[config.mk]
export PLATFORM = sky130hd
export DESIGN_NAME = fe_row_seq
export DESIGN_NICKNAME = d
export VERILOG_FILES = /design/src/rtl/fe_seq_pkg.sv /design/src/rtl/fe_seq_phase.sv /design/src/rtl/fe_seq_bias.sv /design/src/rtl/fe_seq_refctr.sv /design/src/rtl/fe_row_seq.sv
export SDC_FILE = /design/constraint.sdc
export NUM_CORES = 1
export LEC_CHECK = 0
export ABC_AREA = 0
export BUFFER_PORTS_ARGS = -buffer_cell sky130_fd_sc_hd__buf_4
export CAP_MARGIN = 15
export CORE_ASPECT_RATIO = 2
export CORE_MARGIN = 4
export CORE_UTILIZATION = 50
export CTS_BUF_LIST = sky130_fd_sc_hd__clkbuf_16
export CTS_CLUSTER_DIAMETER = 200
export DETAILED_ROUTE_END_ITERATION = 7
export MAX_ROUTING_LAYER = met4
export PLACE_DENSITY = 0.85
export SLEW_MARGIN = 0
export SYNTH_ARGS = -nofsm -noshare
export SYNTH_HDL_FRONTEND = slang
export SYNTH_SLANG_ARGS = --single-unit
[constraint.sdc]
create_clock -name clk -period 3.7 [get_ports clk]
set_input_delay 0 -clock clk [delete_from_list [all_inputs] [get_ports clk]]
set_output_delay 0 -clock clk [all_outputs]
set_load 0.1 [all_outputs]
[src/rtl/fe_seq_pkg.sv]
package fe_seq_pkg;
    typedef enum logic [2:0] {
        BIAS_GND = 3'b000,
        BIAS_POS = 3'b001,
        BIAS_NEG = 3'b010,
        BIAS_SNS = 3'b011,
        BIAS_FLT = 3'b100
    } bias_e;

    typedef enum logic [1:0] {
        PH_IDLE,
        PH_SENSE,
        PH_WR0,
        PH_WR1
    } phase_e;

    typedef enum logic [1:0] {
        OP_RD,
        OP_WR,
        OP_REF
    } op_e;
endpackage

[src/rtl/fe_seq_phase.sv]
module fe_seq_phase
    import fe_seq_pkg::*;
#(
    parameter int PW = 4
) (
    input  logic          clk,
    input  logic          rst_n,
    input  logic          rd_req,
    input  logic          wr_req,
    input  logic          ref_go,
    input  logic [PW-1:0] len_sense,
    input  logic [PW-1:0] len_wr0,
    input  logic [PW-1:0] len_wr1,
    output phase_e        phase,
    output logic          start,
    output op_e           start_op,
    output logic          sense_end,
    output logic          ref_end,
    output logic          busy,
    output logic          done
);
    typedef struct packed {
        phase_e        phase;
        op_e           op;
        logic [PW-1:0] timer;
        logic          done;
    } ctl_t;

    ctl_t ctl_d, ctl_q;

    // Timer load value: a length of 0 counts as a single cycle.
    function automatic logic [PW-1:0] ld(input logic [PW-1:0] l);
        return (l == '0) ? '0 : l - PW'(1);
    endfunction

    always_comb begin
        ctl_d     = ctl_q;
        ctl_d.done = 1'b0;
        start     = 1'b0;
        start_op  = OP_RD;
        sense_end = 1'b0;
        ref_end   = 1'b0;
        if (ctl_q.phase == PH_IDLE) begin
            if (ref_go) begin
                start       = 1'b1;
                start_op    = OP_REF;
                ctl_d.op    = OP_REF;
                ctl_d.phase = PH_SENSE;
                ctl_d.timer = ld(len_sense);
            end else if (wr_req) begin
                start       = 1'b1;
                start_op    = OP_WR;
                ctl_d.op    = OP_WR;
                ctl_d.phase = PH_WR0;
                ctl_d.timer = ld(len_wr0);
            end else if (rd_req) begin
                start       = 1'b1;
                start_op    = OP_RD;
                ctl_d.op    = OP_RD;
                ctl_d.phase = PH_SENSE;
                ctl_d.timer = ld(len_sense);
            end
        end else if (ctl_q.timer != '0) begin
            ctl_d.timer = ctl_q.timer - PW'(1);
        end else begin
            unique case (ctl_q.phase)
                PH_SENSE: begin
                    sense_end = 1'b1;
                    if (ctl_q.op == OP_RD) begin
                        ctl_d.phase = PH_IDLE;
                        ctl_d.done  = 1'b1;
                    end else begin
                        ctl_d.phase = PH_WR0;
                        ctl_d.timer = ld(len_wr0);
                    end
                end
                PH_WR0: begin
                    ctl_d.phase = PH_WR1;
                    ctl_d.timer = ld(len_wr1);
                end
                default: begin
                    ctl_d.phase = PH_IDLE;
                    ctl_d.done  = 1'b1;
                    ref_end     = (ctl_q.op == OP_REF);
                end
            endcase
        end
    end

    always_ff @(posedge clk or negedge rst_n) begin
        if (!rst_n) begin
            ctl_q <= '{phase: PH_IDLE, op: OP_RD, timer: '0, done: 1'b0};
        end else begin
            ctl_q <= ctl_d;
        end
    end

    assign phase = ctl_q.phase;
    assign busy  = (ctl_q.phase != PH_IDLE);
    assign done  = ctl_q.done;
endmodule

[src/rtl/fe_seq_bias.sv]
module fe_seq_bias
    import fe_seq_pkg::*;
#(
    parameter int ROWS = 8,
    parameter int COLS = 4,
    parameter int RW   = 3
) (
    input  phase_e            phase,
    input  logic [RW-1:0]     row,
    input  logic [COLS-1:0]   data,
    output logic [ROWS*3-1:0] wl_bias,
    output logic [COLS*3-1:0] wbl_bias,
    output logic [COLS*3-1:0] rbl_bias
);
    bias_e wl_sel;
    bias_e rbl_all;

    always_comb begin
        unique case (phase)
            PH_SENSE: begin wl_sel = BIAS_POS; rbl_all = BIAS_SNS; end
            PH_WR0:   begin wl_sel = BIAS_POS; rbl_all = BIAS_FLT; end
            PH_WR1:   begin wl_sel = BIAS_NEG; rbl_all = BIAS_FLT; end
            default:  begin wl_sel = BIAS_GND; rbl_all = BIAS_GND; end
        endcase
    end

    for (genvar r = 0; r < ROWS; r++) begin : g_wl
        assign wl_bias[3*r +: 3] = (row == RW'(r)) ? wl_sel : BIAS_GND;
    end

    for (genvar c = 0; c < COLS; c++) begin : g_col
        bias_e wbl_c;
        always_comb begin
            if (phase == PH_WR0 && !data[c]) begin
                wbl_c = BIAS_NEG;
            end else if (phase == PH_WR1 && data[c]) begin
                wbl_c = BIAS_POS;
            end else begin
                wbl_c = BIAS_GND;
            end
        end
        assign wbl_bias[3*c +: 3] = wbl_c;
        assign rbl_bias[3*c +: 3] = rbl_all;
    end
endmodule

[src/rtl/fe_seq_refctr.sv]
module fe_seq_refctr #(
    parameter int ROWS = 8,
    parameter int RW   = 3
) (
    input  logic          clk,
    input  logic          rst_n,
    input  logic          step,
    output logic [RW-1:0] row
);
    logic [RW-1:0] cnt_d, cnt_q;

    always_comb begin
        cnt_d = cnt_q;
        if (step) begin
            cnt_d = (cnt_q == RW'(ROWS - 1)) ? '0 : cnt_q + RW'(1);
        end
    end

    always_ff @(posedge clk or negedge rst_n) begin
        if (!rst_n) begin
            cnt_q <= '0;
        end else begin
            cnt_q <= cnt_d;
        end
    end

    assign row = cnt_q;
endmodule

[src/rtl/fe_row_seq.sv]
module fe_row_seq
    import fe_seq_pkg::*;
#(
    parameter int ROWS = 8,
    parameter int COLS = 4,
    parameter int PW   = 4,
    localparam int RW  = (ROWS > 1) ? $clog2(ROWS) : 1
) (
    input  logic              clk,
    input  logic              rst_n,
    input  logic              rd_req,
    input  logic              wr_req,
    input  logic [RW-1:0]     acc_row,
    input  logic [COLS-1:0]   wr_bits,
    input  logic              refresh_req,
    input  logic              refresh_en,
    input  logic [COLS-1:0]   sense_bits,
    input  logic [PW-1:0]     len_sense,
    input  logic [PW-1:0]     len_wr0,
    input  logic [PW-1:0]     len_wr1,
    output logic              busy,
    output logic              done,
    output logic [COLS-1:0]   rd_bits,
    output logic [RW-1:0]     refresh_row,
    output logic [ROWS*3-1:0] wl_bias,
    output logic [COLS*3-1:0] wbl_bias,
    output logic [COLS*3-1:0] rbl_bias
);
    typedef struct packed {
        logic [RW-1:0]   row;
        logic [COLS-1:0] data;
    } rowreg_t;

    rowreg_t rr_d, rr_q;
    phase_e  phase;
    op_e     start_op;
    logic    start, sense_end, ref_end;

    fe_seq_phase #(.PW(PW)) u_phase (
        .clk       (clk),
        .rst_n     (rst_n),
        .rd_req    (rd_req),
        .wr_req    (wr_req),
        .ref_go    (refresh_req && refresh_en),
        .len_sense (len_sense),
        .len_wr0   (len_wr0),
        .len_wr1   (len_wr1),
        .phase     (phase),
        .start     (start),
        .start_op  (start_op),
        .sense_end (sense_end),
        .ref_end   (ref_end),
        .busy      (busy),
        .done      (done)
    );

    fe_seq_refctr #(.ROWS(ROWS), .RW(RW)) u_refctr (
        .clk   (clk),
        .rst_n (rst_n),
        .step  (ref_end),
        .row   (refresh_row)
    );

    always_comb begin
        rr_d = rr_q;
        if (start) begin
            rr_d.row = (start_op == OP_REF) ? refresh_row : acc_row;
            if (start_op == OP_WR) begin
                rr_d.data = wr_bits;
            end
        end
        if (sense_end) begin
            rr_d.data = sense_bits;
        end
    end

    always_ff @(posedge clk or negedge rst_n) begin
        if (!rst_n) begin
            rr_q <= '0;
        end else begin
            rr_q <= rr_d;
        end
    end

    fe_seq_bias #(.ROWS(ROWS), .COLS(COLS), .RW(RW)) u_bias (
        .phase    (phase),
        .row      (rr_q.row),
        .data     (rr_q.data),
        .wl_bias  (wl_bias),
        .wbl_bias (wbl_bias),
        .rbl_bias (rbl_bias)
    );

    assign rd_bits = rr_q.data;
endmodule

Word-level counts from Yosys, hierarchy flattened:

Cells that the tools add are included.
Widths: inputs -> output; s select.

* add/subtract/negate cells: 5
* equality and inequality tests: 17
* mux-type cells: 54
* reductions and logical operators: 31

Operators by type and width (count)
* $mux 4: 9
* $mux 2: 13
* $mux 8: 3
* $mux 1: 18
* $mux 3: 6
* $sub 4x1->4 const B: 4
* $eq 3x3->1 const B: 5
* $logic_not 4->1: 3
* $logic_and 1x1->1: 9
* $eq 2x2->1 const B: 4
* $pmux 2 s2: 2
* $pmux 4 s2: 1
* $reduce_bool 4->1: 2
* $eq 3x2->1 const B: 2
* $pmux 3 s2: 1
* $reduce_and 2->1: 3
* $reduce_bool 2->1: 3
* $eq 2x1->1 const B: 2
* $logic_not 1->1: 4
* $logic_not 2->1: 2
* $ne 4x3->1 const B: 1
* $ne 4x4->1 const B: 1
* $reduce_or 2->1: 2
* $add 3x1->3 const B: 1
* 6 further kinds: 6

* bits in registers: 19
* output and inout port bits: 57
* word-level logic and storage cells: 114

Depth between registers and ports, before layout:

Gate-level depths: netlist of run 1.

* depth after elaboration: 7
* gate-level depth with buffers: 8
* gate-level depth less buffers: 6

Hierarchy:

A second synthesis of run 1 with hierarchy kept.

* cell total of the unflattened synthesis: 211
* area total of the unflattened synthesis: 1970.6 µm²

Modules (own cells, without submodules)
* fe_seq_phase: times used 1, cells each 113, area an instance 927.1 µm², sequential area each 225.2 µm²
* fe_seq_bias: times used 1, cells each 57, area an instance 516.7 µm², sequential area each 0.0 µm²
* fe_row_seq: times used 1, cells each 32, area an instance 389.1 µm², sequential area each 175.2 µm²
* fe_seq_refctr: times used 1, cells each 9, area an instance 137.6 µm², sequential area each 75.1 µm²

Least setup slack after synthesis of run 1:

Ideal clock, no wire load.

* path type: reg-to-output
* start point: register u_phase.ctl_q, in the netlist u_phase.phase[0]
* end point: output wl_bias[0]
* arrival time: 2956 ps
* slack: 744 ps
* cell stages (with the launch flop): 5
* path buffers: 0
* cell sequence: dfrtp_1 -> inv_1 -> ha_1 -> nand2b_1 -> nor3_1

* longest elaborated chain between the ends: 4
* elaborated cells between the ends (all ways): 6
* those cells by class: eq/ne (3); mux (2); reduce/logical (1)

RTL lines
* from (decl): RTL line fe_seq_phase.sv:29 `ctl_t ctl_d, ctl_q;`
* from (signal assigned): RTL line fe_seq_phase.sv:92 `ctl_q <= '{phase: PH_IDLE, op: OP_RD, timer: '0, done: 1'b0};`
* from (signal assigned): RTL line fe_seq_phase.sv:94 `ctl_q <= ctl_d;`
* $eq 2x1->1 / $eq 2x2->1 (equally long branches): RTL line fe_seq_bias.sv:19 `unique case (phase)`
* $reduce_or 2->1 (no source line)
* $pmux 2 s2 (*): RTL line fe_seq_bias.sv:19
* $mux 2 (*): RTL line fe_seq_bias.sv:28 `assign wl_bias[3*r +: 3] = (row == RW'(r)) ? wl_sel : BIAS_GND;`
* to (decl): RTL line fe_row_seq.sv:25 `output logic [ROWS*3-1:0] wl_bias,`

Every way passes the cells marked *; elsewhere a longest branch is shown, timed or not.

Worst setup path after layout of run 1:

* start point: register u_phase.ctl_q, in the netlist u_phase.phase[0]
* end point: register u_refctr.cnt_q[2] (netlist: u_refctr.row[2])

* longest elaborated chain between the ends: 5
* elaborated cells between the ends (all ways): 7
* those cells by class: eq/ne (2); mux (3); reduce/logical (2)

RTL lines
* $eq 2x1->1 / $eq 2x2->1 (equally long branches): RTL line fe_seq_phase.sv:66 `unique case (ctl_q.phase)`
* $reduce_or 2->1 (no source line)
* $mux 1: RTL line fe_seq_phase.sv:66
* $mux 1: RTL line fe_seq_phase.sv:63 `end else if (ctl_q.timer != '0) begin`
* $mux 1 (*): RTL line fe_seq_phase.sv:43 `if (ctl_q.phase == PH_IDLE) begin`
* to (signal assigned): RTL line fe_seq_refctr.sv:23 `cnt_q <= cnt_d;`
* to (decl): RTL line fe_seq_refctr.sv:10 `logic [RW-1:0] cnt_d, cnt_q;`

Marked as above.
A chain may end at the register's enable or synchronous reset.

==> results.txt, run 1 <==
----------------------------------------------------
[STA]
  Fmax achieved ... between 400 and 500 MHz
  Number of max-slew violations in the final report ... 0
  Maximum clock skew at final layout ... 0.00199 ns
  Share of the clock period used by the worst path after layout ... between 50% and 60%
  Number of hold-slack violations in the final timing report ... 0
  Max_slew headroom ... ~65%
  Number of failing setup endpoints in the final timing report ... 0
  Post-layout minimum cycle time ... around 2.2 ns
  Sum of negative setup slack ... 0 ns
  Slew @ Worst Pin ... about 0.53 ns
  Unrepaired setup endpoints after global routing ... false

[Global route]
  Total congestion overflow after global routing ... 0
  First-pass GRT wire length ... 7250 µm
  Initial antenna violation count ... 0
  All-Layer GR Usage ... 20.5%
  Via count of the first global-routing pass ... 1652
  Largest net degree at the start of global routing ... 20

[Floorplan]
  Vertical extent of the die ... 91.0 µm
  Die width ... 49.5 µm
  Io pins ... 86
  Initial core utilization ... 51.6%
  Placeable core area ... about 3300 µm²
  Floorplan row count ... 30
  Floorplan die area ... 4510 µm²

[Logic synthesis]
  Number of flops mapped to enable cells by yosys ... 0
  Total number of yosys warnings ... 0
  Adder-cell share of the synthesized area ... 6.53%
  Post-synthesis sequential area ratio ... ~28%
  Primary FF master, synth ... dfrtp_1
  Area share of the largest cell type after synthesis ... between 20 and 30%
  Post-synthesis sequential element count ... 19
  Simple-gate area share of the yosys netlist ... between 20% and 30%
  Fraction of synthesized area in multiplexers ... under 10%
  Async S/R FF share, synth ... 100%
  Mean instance size in the synthesized netlist ... 7.95 µm²
  Library cell with the highest instance count after synthesis ... buf_4
  Cell variety after synth ... between 40 and 50
  Summed instance area of the synthesized netlist ... 1720 µm²
  Most used standard cells in the synthesized netlist ... buf_4, nand2_1, dfrtp_1, nor2_1, nor3_1
  Largest cells by area after synthesis ... dfrtp_1, buf_4, ha_1
  Main combinational cell family by area after synthesis ... simple AND/OR/NAND/NOR gates
  Cell type with the highest aggregate area in the netlist ... dfrtp_1
  Synth Area in XOR/XNOR ... 0%
  Post-synthesis cell count ... 217
  Compound-cell area share of the yosys netlist ... 17.9%

[Run status]
  Status ... finished, final reports clean

[Worst setup path]
  Data required time at the worst endpoint ... about 3.8 ns
  Critical path startpoint category ... flop
  Worst Setup End Kind ... flop
  Signal arrival time at the worst endpoint ... 2.31 ns
  Top fanout value on the critical path ... 16
  Worst setup path class ... flop to flop

[Detailed routing]
  Mean routed wirelength per cell ... between 10 and 15 µm
  Number of vias after detailed routing ... around 1800
  Post-detailed-route via-to-cell ratio ... between 5 and 6
  Routed Antenna Nets ... 0
  Detailed-route DRC error count ... 0
  Total wire length after detailed routing ... roughly 4500 µm
  First-iteration detailed-routing DRC count ... 40
  Number of optimization iterations in the first detailed-route pass ... 4

[CTS]
  Clock Sinks ... 19
  Setup bufs post-CTS ... 0
  TritonCTS buffer count ... 3
  Number of buffers inserted for hold repair after clock tree synthesis ... 5
  Clock Root Buffer ... clkbuf_16
  Count of H-tree levels built during CTS ... 1
  TritonCTS clock tree ... built
  Clock slew at reported path FFs ... 0.05 ns
  Insertion delay to the later sink of the worst-skew pair ... 0.25 ns
  Post-CTS resize count ... 0
  Clock Tree Buf Depth ... 2

[Cells and area]
  Area occupied by multi-input gates ... around 1000 µm²
  ANT cells ... 0
  NumNets Final ... between 300 and 400
  Register Area ... 475 µm²
  Fraction of final layout cells with drive strength greater than 1 ... between 30% and 40%
  Number of fill cells in the layout ... 285
  Post-layout util ... 67.8%
  Layout Area Growth over Synthesis ... 31.4%

[Place]
  Routability Congestion ... around 0.92
  Number of buffers inserted by port buffering ... 73
  Placed wire-length estimate after detailed placement ... around 3700 µm

[Job]
  Max-Cap Viols ... 0

[Min path]
  Class of the most critical hold timing path ... input port to flop

----------------------------------------------------
==> registers in the layout (all words and copies together) (netlist names) <==
signal	cells
rd_bits	4
rr_q	3
u_phase.ctl_q	6
u_phase.done	1
u_phase.phase	2
u_refctr.row	3
==> worst max-delay path, cell delays in order (launching register included) <==
cell and delay [ns]:
dfrtp_1 0.42, inv_1 0.10, ha_1 0.39, nor4b_2 0.55, nand3_1 0.27, mux2_2 0.33
==> layer usage <==
| layer | routed length, µm | global-route usage (%) |
|---|---|---|
| met3 | 244 | 1.48 |
| met4 | 225 | 13.4 |
| met2 | 2500 | 37.4 |
| met1 | 1520 | 19.9 |
| met5 | 0 | - |
==> per-stage QoR <==
step	area, µm²	setup slack [ns]	hold slack (ns)	std cells
after floorplan	1770	0.744	-0.296	228
after global placement	2140	1.61	-0.117	301
after detailed placement	2140	1.54	-0.115	301
after CTS	2270	1.52	0.0200	310
after global routing	2270	1.26	0.0304	310
final	2270	1.53	0.0229	310
==> final timing paths <==
path / from / end / slack (ns) / depth (start not counted)
min in group asynchronous: rst_n / rr_q[4] / 0.16 / 2
setup / recovery: u_phase.phase[0] / u_refctr.row[2] / 1.53 / 5
setup reg to reg: u_phase.phase[0] / u_refctr.row[2] / 1.53 / 5
hold reg to reg: u_refctr.row[1] / u_refctr.row[1] / 0.56 / 2
hold / removal: acc_row[2] / rr_q[6] / 0.02 / 3
max in group asynchronous: rst_n / u_phase.ctl_q[3] / 3.34 / 2
==> cell type report <==
type                            count  share of cell area, %
Inverter                            6                  0.994
Multi-Input combinational cell    171                   46.3
Clock buffer                        3                   3.31
Clock inverter                      1                  0.221
Tap cell                           32                   1.77
Timing Repair Buffer               78                   26.4
Sequential cell                    19                   21.0
==> cell families after synthesis <==
group,Yosys count
AO/OA/AOI/OAI,47
adder cells (fa/ha/maj),9
buffers and inverters,38
flip-flops,19
multiplexers,7
other,1
AND/OR/NAND/NOR,96
==> cells in the final DEF, fill, tap and decap left out, types with 4 or more instances in the layout <==
cell type       n
a21oi_1         6
o21ai_1         6
nor3_1         11
nand2b_1        6
o211ai_1        6
nor2b_1         7
o21ai_0        10
mux2i_1         4
dlygate4sd3_1   5
dfrtp_1        19
and3_1          4
nand2_1        24
buf_4          73
and2_1          7
conb_1         12
ha_1            9
inv_1           5
nor2_1         18
Power of run 1 is left out: the tool's default activity adds up to more than one toggle a clock period on the data nets, which glitch-free logic cannot reach.
==> run 2: changes to the inputs <==
--- a/config.mk
+++ b/config.mk
@@ -10,12 +10,12 @@
 export CAP_MARGIN = 15
 export CORE_ASPECT_RATIO = 2
 export CORE_MARGIN = 4
-export CORE_UTILIZATION = 50
+export CORE_UTILIZATION = 42
 export CTS_BUF_LIST = sky130_fd_sc_hd__clkbuf_16
 export CTS_CLUSTER_DIAMETER = 200
 export DETAILED_ROUTE_END_ITERATION = 7
 export MAX_ROUTING_LAYER = met4
-export PLACE_DENSITY = 0.85
+export PLACE_DENSITY = 0.76
 export SLEW_MARGIN = 0
 export SYNTH_ARGS = -nofsm -noshare
 export SYNTH_HDL_FRONTEND = slang
==> constraint.sdc (replaced) <==
create_clock -name clk -period 1.8 [get_ports clk]
set_input_delay 0 -clock clk [delete_from_list [all_inputs] [get_ports clk]]
set_output_delay 0 -clock clk [all_outputs]
set_load 0.1 [all_outputs]
==> results.txt, run 2 (same netlist as run 1, synthesis figures left out) <==
----------------------------------------------------
[Run status]
  Status ... finished, final reports clean

[Place]
  Routability Congestion ... 0.946 (+2.6%)
  Number of buffers inserted by port buffering ... 73 (unchanged)
  Placed wire-length estimate after detailed placement ... 3960 µm (+6.6%)

[Worst setup path]
  Worst R2R End ... u_refctr.row[2]
  Crit path launch ... u_phase.phase[1]
  Cells traversed along the worst timing path ... buf_4, ha_2, buf_4, or2_4, buf_4
  Slack of the worst reg-to-reg path ... 0.12 ns (-1.40 ns)
  Startpoint of the most critical register-to-register path ... u_phase.ctl_q[1]
  Crit path largest cell delay ... 0.38 ns (-0.17 ns)
  Most used cell, CP ... buf_4
  Signal arrival time at the worst endpoint ... 1.68 ns (-0.63 ns)
  Length in cells of the worst reg-to-reg path ... 5 (unchanged)
  Top fanout value on the critical path ... 11 (-5)
  Critical path's slowest cell ... dfrtp_1
  Worst Setup End Kind ... output pin
  Data required time at the worst endpoint ... 1.80 ns (-2.03 ns)
  Critical path startpoint category ... flop
  Worst setup path class ... flop to output pin

[Floorplan]
  Io pins ... 86 (unchanged)
  Placeable core area ... 3920 µm² (+17%)
  Die width ... 53.3 µm (+7.6%)
  Floorplan row count ... 32 (+6.7%)
  Initial core utilization ... 43.9% (-7.7 points)
  Floorplan die area ... 5260 µm² (+17%)
  Vertical extent of the die ... 98.6 µm (+8.3%)

[Job]
  Max-Cap Viols ... 0 (unchanged)

[Min path]
  Class of the most critical hold timing path ... input port to flop
  Worst Min Path Start ... acc_row[1]
  Number of cells traversed by the worst hold path ... 3 (unchanged)
  Terminating pin of the worst hold path ... rr_q[5]

[Cells and area]
  Fraction of final layout cells with drive strength greater than 1 ... 40.0% (+9.1 points)
  NumNets Final ... 329 (+3.8%)
  Top reg by flops ... u_phase.ctl_q
  Register Area ... 477 µm² (+0.26%)
  Most common cell after layout, fill and taps aside ... buf_4
  Area occupied by multi-input gates ... 1150 µm² (+9.9%)
  Top library cells by usage in the layout, fill and taps aside ... buf_4, nand2_1, dfrtp_1
  Post-layout util ... 63.4% (-4.4 points)
  ANT cells ... 0 (unchanged)
  Flip-flop count of the largest register after layout ... 6 (unchanged)
  Layout Area Growth over Synthesis ... 44.3%
  Number of fill cells in the layout ... 375 (+32%)

[CTS]
  TritonCTS buffer count ... 3 (unchanged)
  TritonCTS clock tree ... built
  Insertion delay to the later sink of the worst-skew pair ... 0.25 ns (about the same)
  Clock Sinks ... 19 (unchanged)
  Setup bufs post-CTS ... 0 (unchanged)
  Clock Tree Buf Depth ... 2 (unchanged)
  Clock Root Buffer ... clkbuf_16
  Clock slew at reported path FFs ... 0.06 ns (about the same)
  Count of H-tree levels built during CTS ... 1 (unchanged)

[STA]
  Maximum clock skew at final layout ... 0.00290 ns (+0.000913 ns)
  Number of failing setup endpoints in the final timing report ... 0 (unchanged)
  Post-layout minimum cycle time ... 1.68 ns
  Unrepaired setup endpoints after global routing ... false
  Share of the clock period used by the worst path after layout ... about 93%
  Number of hold-slack violations in the final timing report ... 0 (unchanged)
  Number of max-slew violations in the final report ... 0 (unchanged)
  Fmax achieved ... 597 MHz

[Detailed routing]
  Number of optimization iterations in the first detailed-route pass ... 4 (unchanged)
  Mean routed wirelength per cell ... 14.2 µm (-1.7%)
  Detailed-route DRC error count ... 0 (unchanged)
  Total wire length after detailed routing ... 4860 µm (+8.1%)
  First-iteration detailed-routing DRC count ... 14 (-65%)
  Post-detailed-route via-to-cell ratio ... 5.11 (-10%)
  Number of vias after detailed routing ... 1741 (-1.2%)
  Routed Antenna Nets ... 0 (unchanged)

[Global route]
  All-Layer GR Usage ... 19.7% (-0.75 points)
  Via count of the first global-routing pass ... 1706 (+3.3%)
  Total congestion overflow after global routing ... 0 (unchanged)
  Largest net degree at the start of global routing ... 20 (unchanged)
  Initial antenna violation count ... 0 (unchanged)
  First-pass GRT wire length ... 7780 µm (+7.3%)

----------------------------------------------------
-- run 2: cell types whose count changed in the layout (fill, tap and decap cells not counted), moves of 3 or more --
cell	before	now
buf_4	73	85
ha_1	9	6
ha_2	0	3
nor2_1	18	12
nor2_2	0	6
nor2b_1	7	3
nor2b_4	0	4
nor3_1	11	7
-- run 2: timing repair --
| item | 4_1_cts | 5_1_grt |
|---|---|---|
| endpoints found under the hold margin | 23 | 0 |
| hold buffers | 5 | 0 |
| resized for setup | 0 | 5 |
| setup endpoints to repair | 0 | 19 |
-- run 2: stage by stage --
stage	hold slack, ns	setup WS, ns	instance area (µm²)	TNS [ns]	cells
6_report	0.0158	0.125	2490	0	341
3_5_place_dp	-0.101	0.0418	2340	0	332
3_3_place_gp	-0.102	0.115	2340	0	332
4_1_cts	0.0200	0.0101	2470	0	341
5_1_grt	0.0510	0.00186	2490	0	341
2_1_floorplan	-0.296	-0.407	1860	-5.10	228
-- run 2: worst max-delay path by stage --
stage,depth (start not counted),slack [ns],end
after floorplan,4,-0.41,wl_bias[6]
after global placement,5,0.12,u_refctr.row[2]
after detailed placement,5,0.04,u_refctr.row[2]
after CTS,5,0.01,u_refctr.row[2]
after global routing,6,0.002,u_phase.ctl_q[1]
final,5,0.12,rbl_bias[5]
-- run 2: cell type report --
class                           instances  area share (%)
Clock buffer                            3            3.02
Multi-Input combinational cell        171            46.4
Timing Repair Buffer                   90            27.7
Tap cell                               51            2.57
Clock inverter                          1           0.201
Sequential cell                        19            19.2
Inverter                                6            1.01
-- run 2: per-layer routing --
metal	up-vias	part of all wire, %	global-route usage (%)	wire, µm
li1	876	-	-	-
met1	790	37	21.4	1790
met2	66	55	35.3	2680
met3	9	6.1	1.66	295
met4	0	1.9	7.48	92
met5	-	0	-	0
-- run 2: critical path, delay by kind of cell (launching register included) --
kind	cells	cell delay, ns
fa+ha+maj	1	0.24
buf+inv	3	0.54
flops	1	0.38
simple gates	1	0.25
Power of run 2 is left out for the same reason.
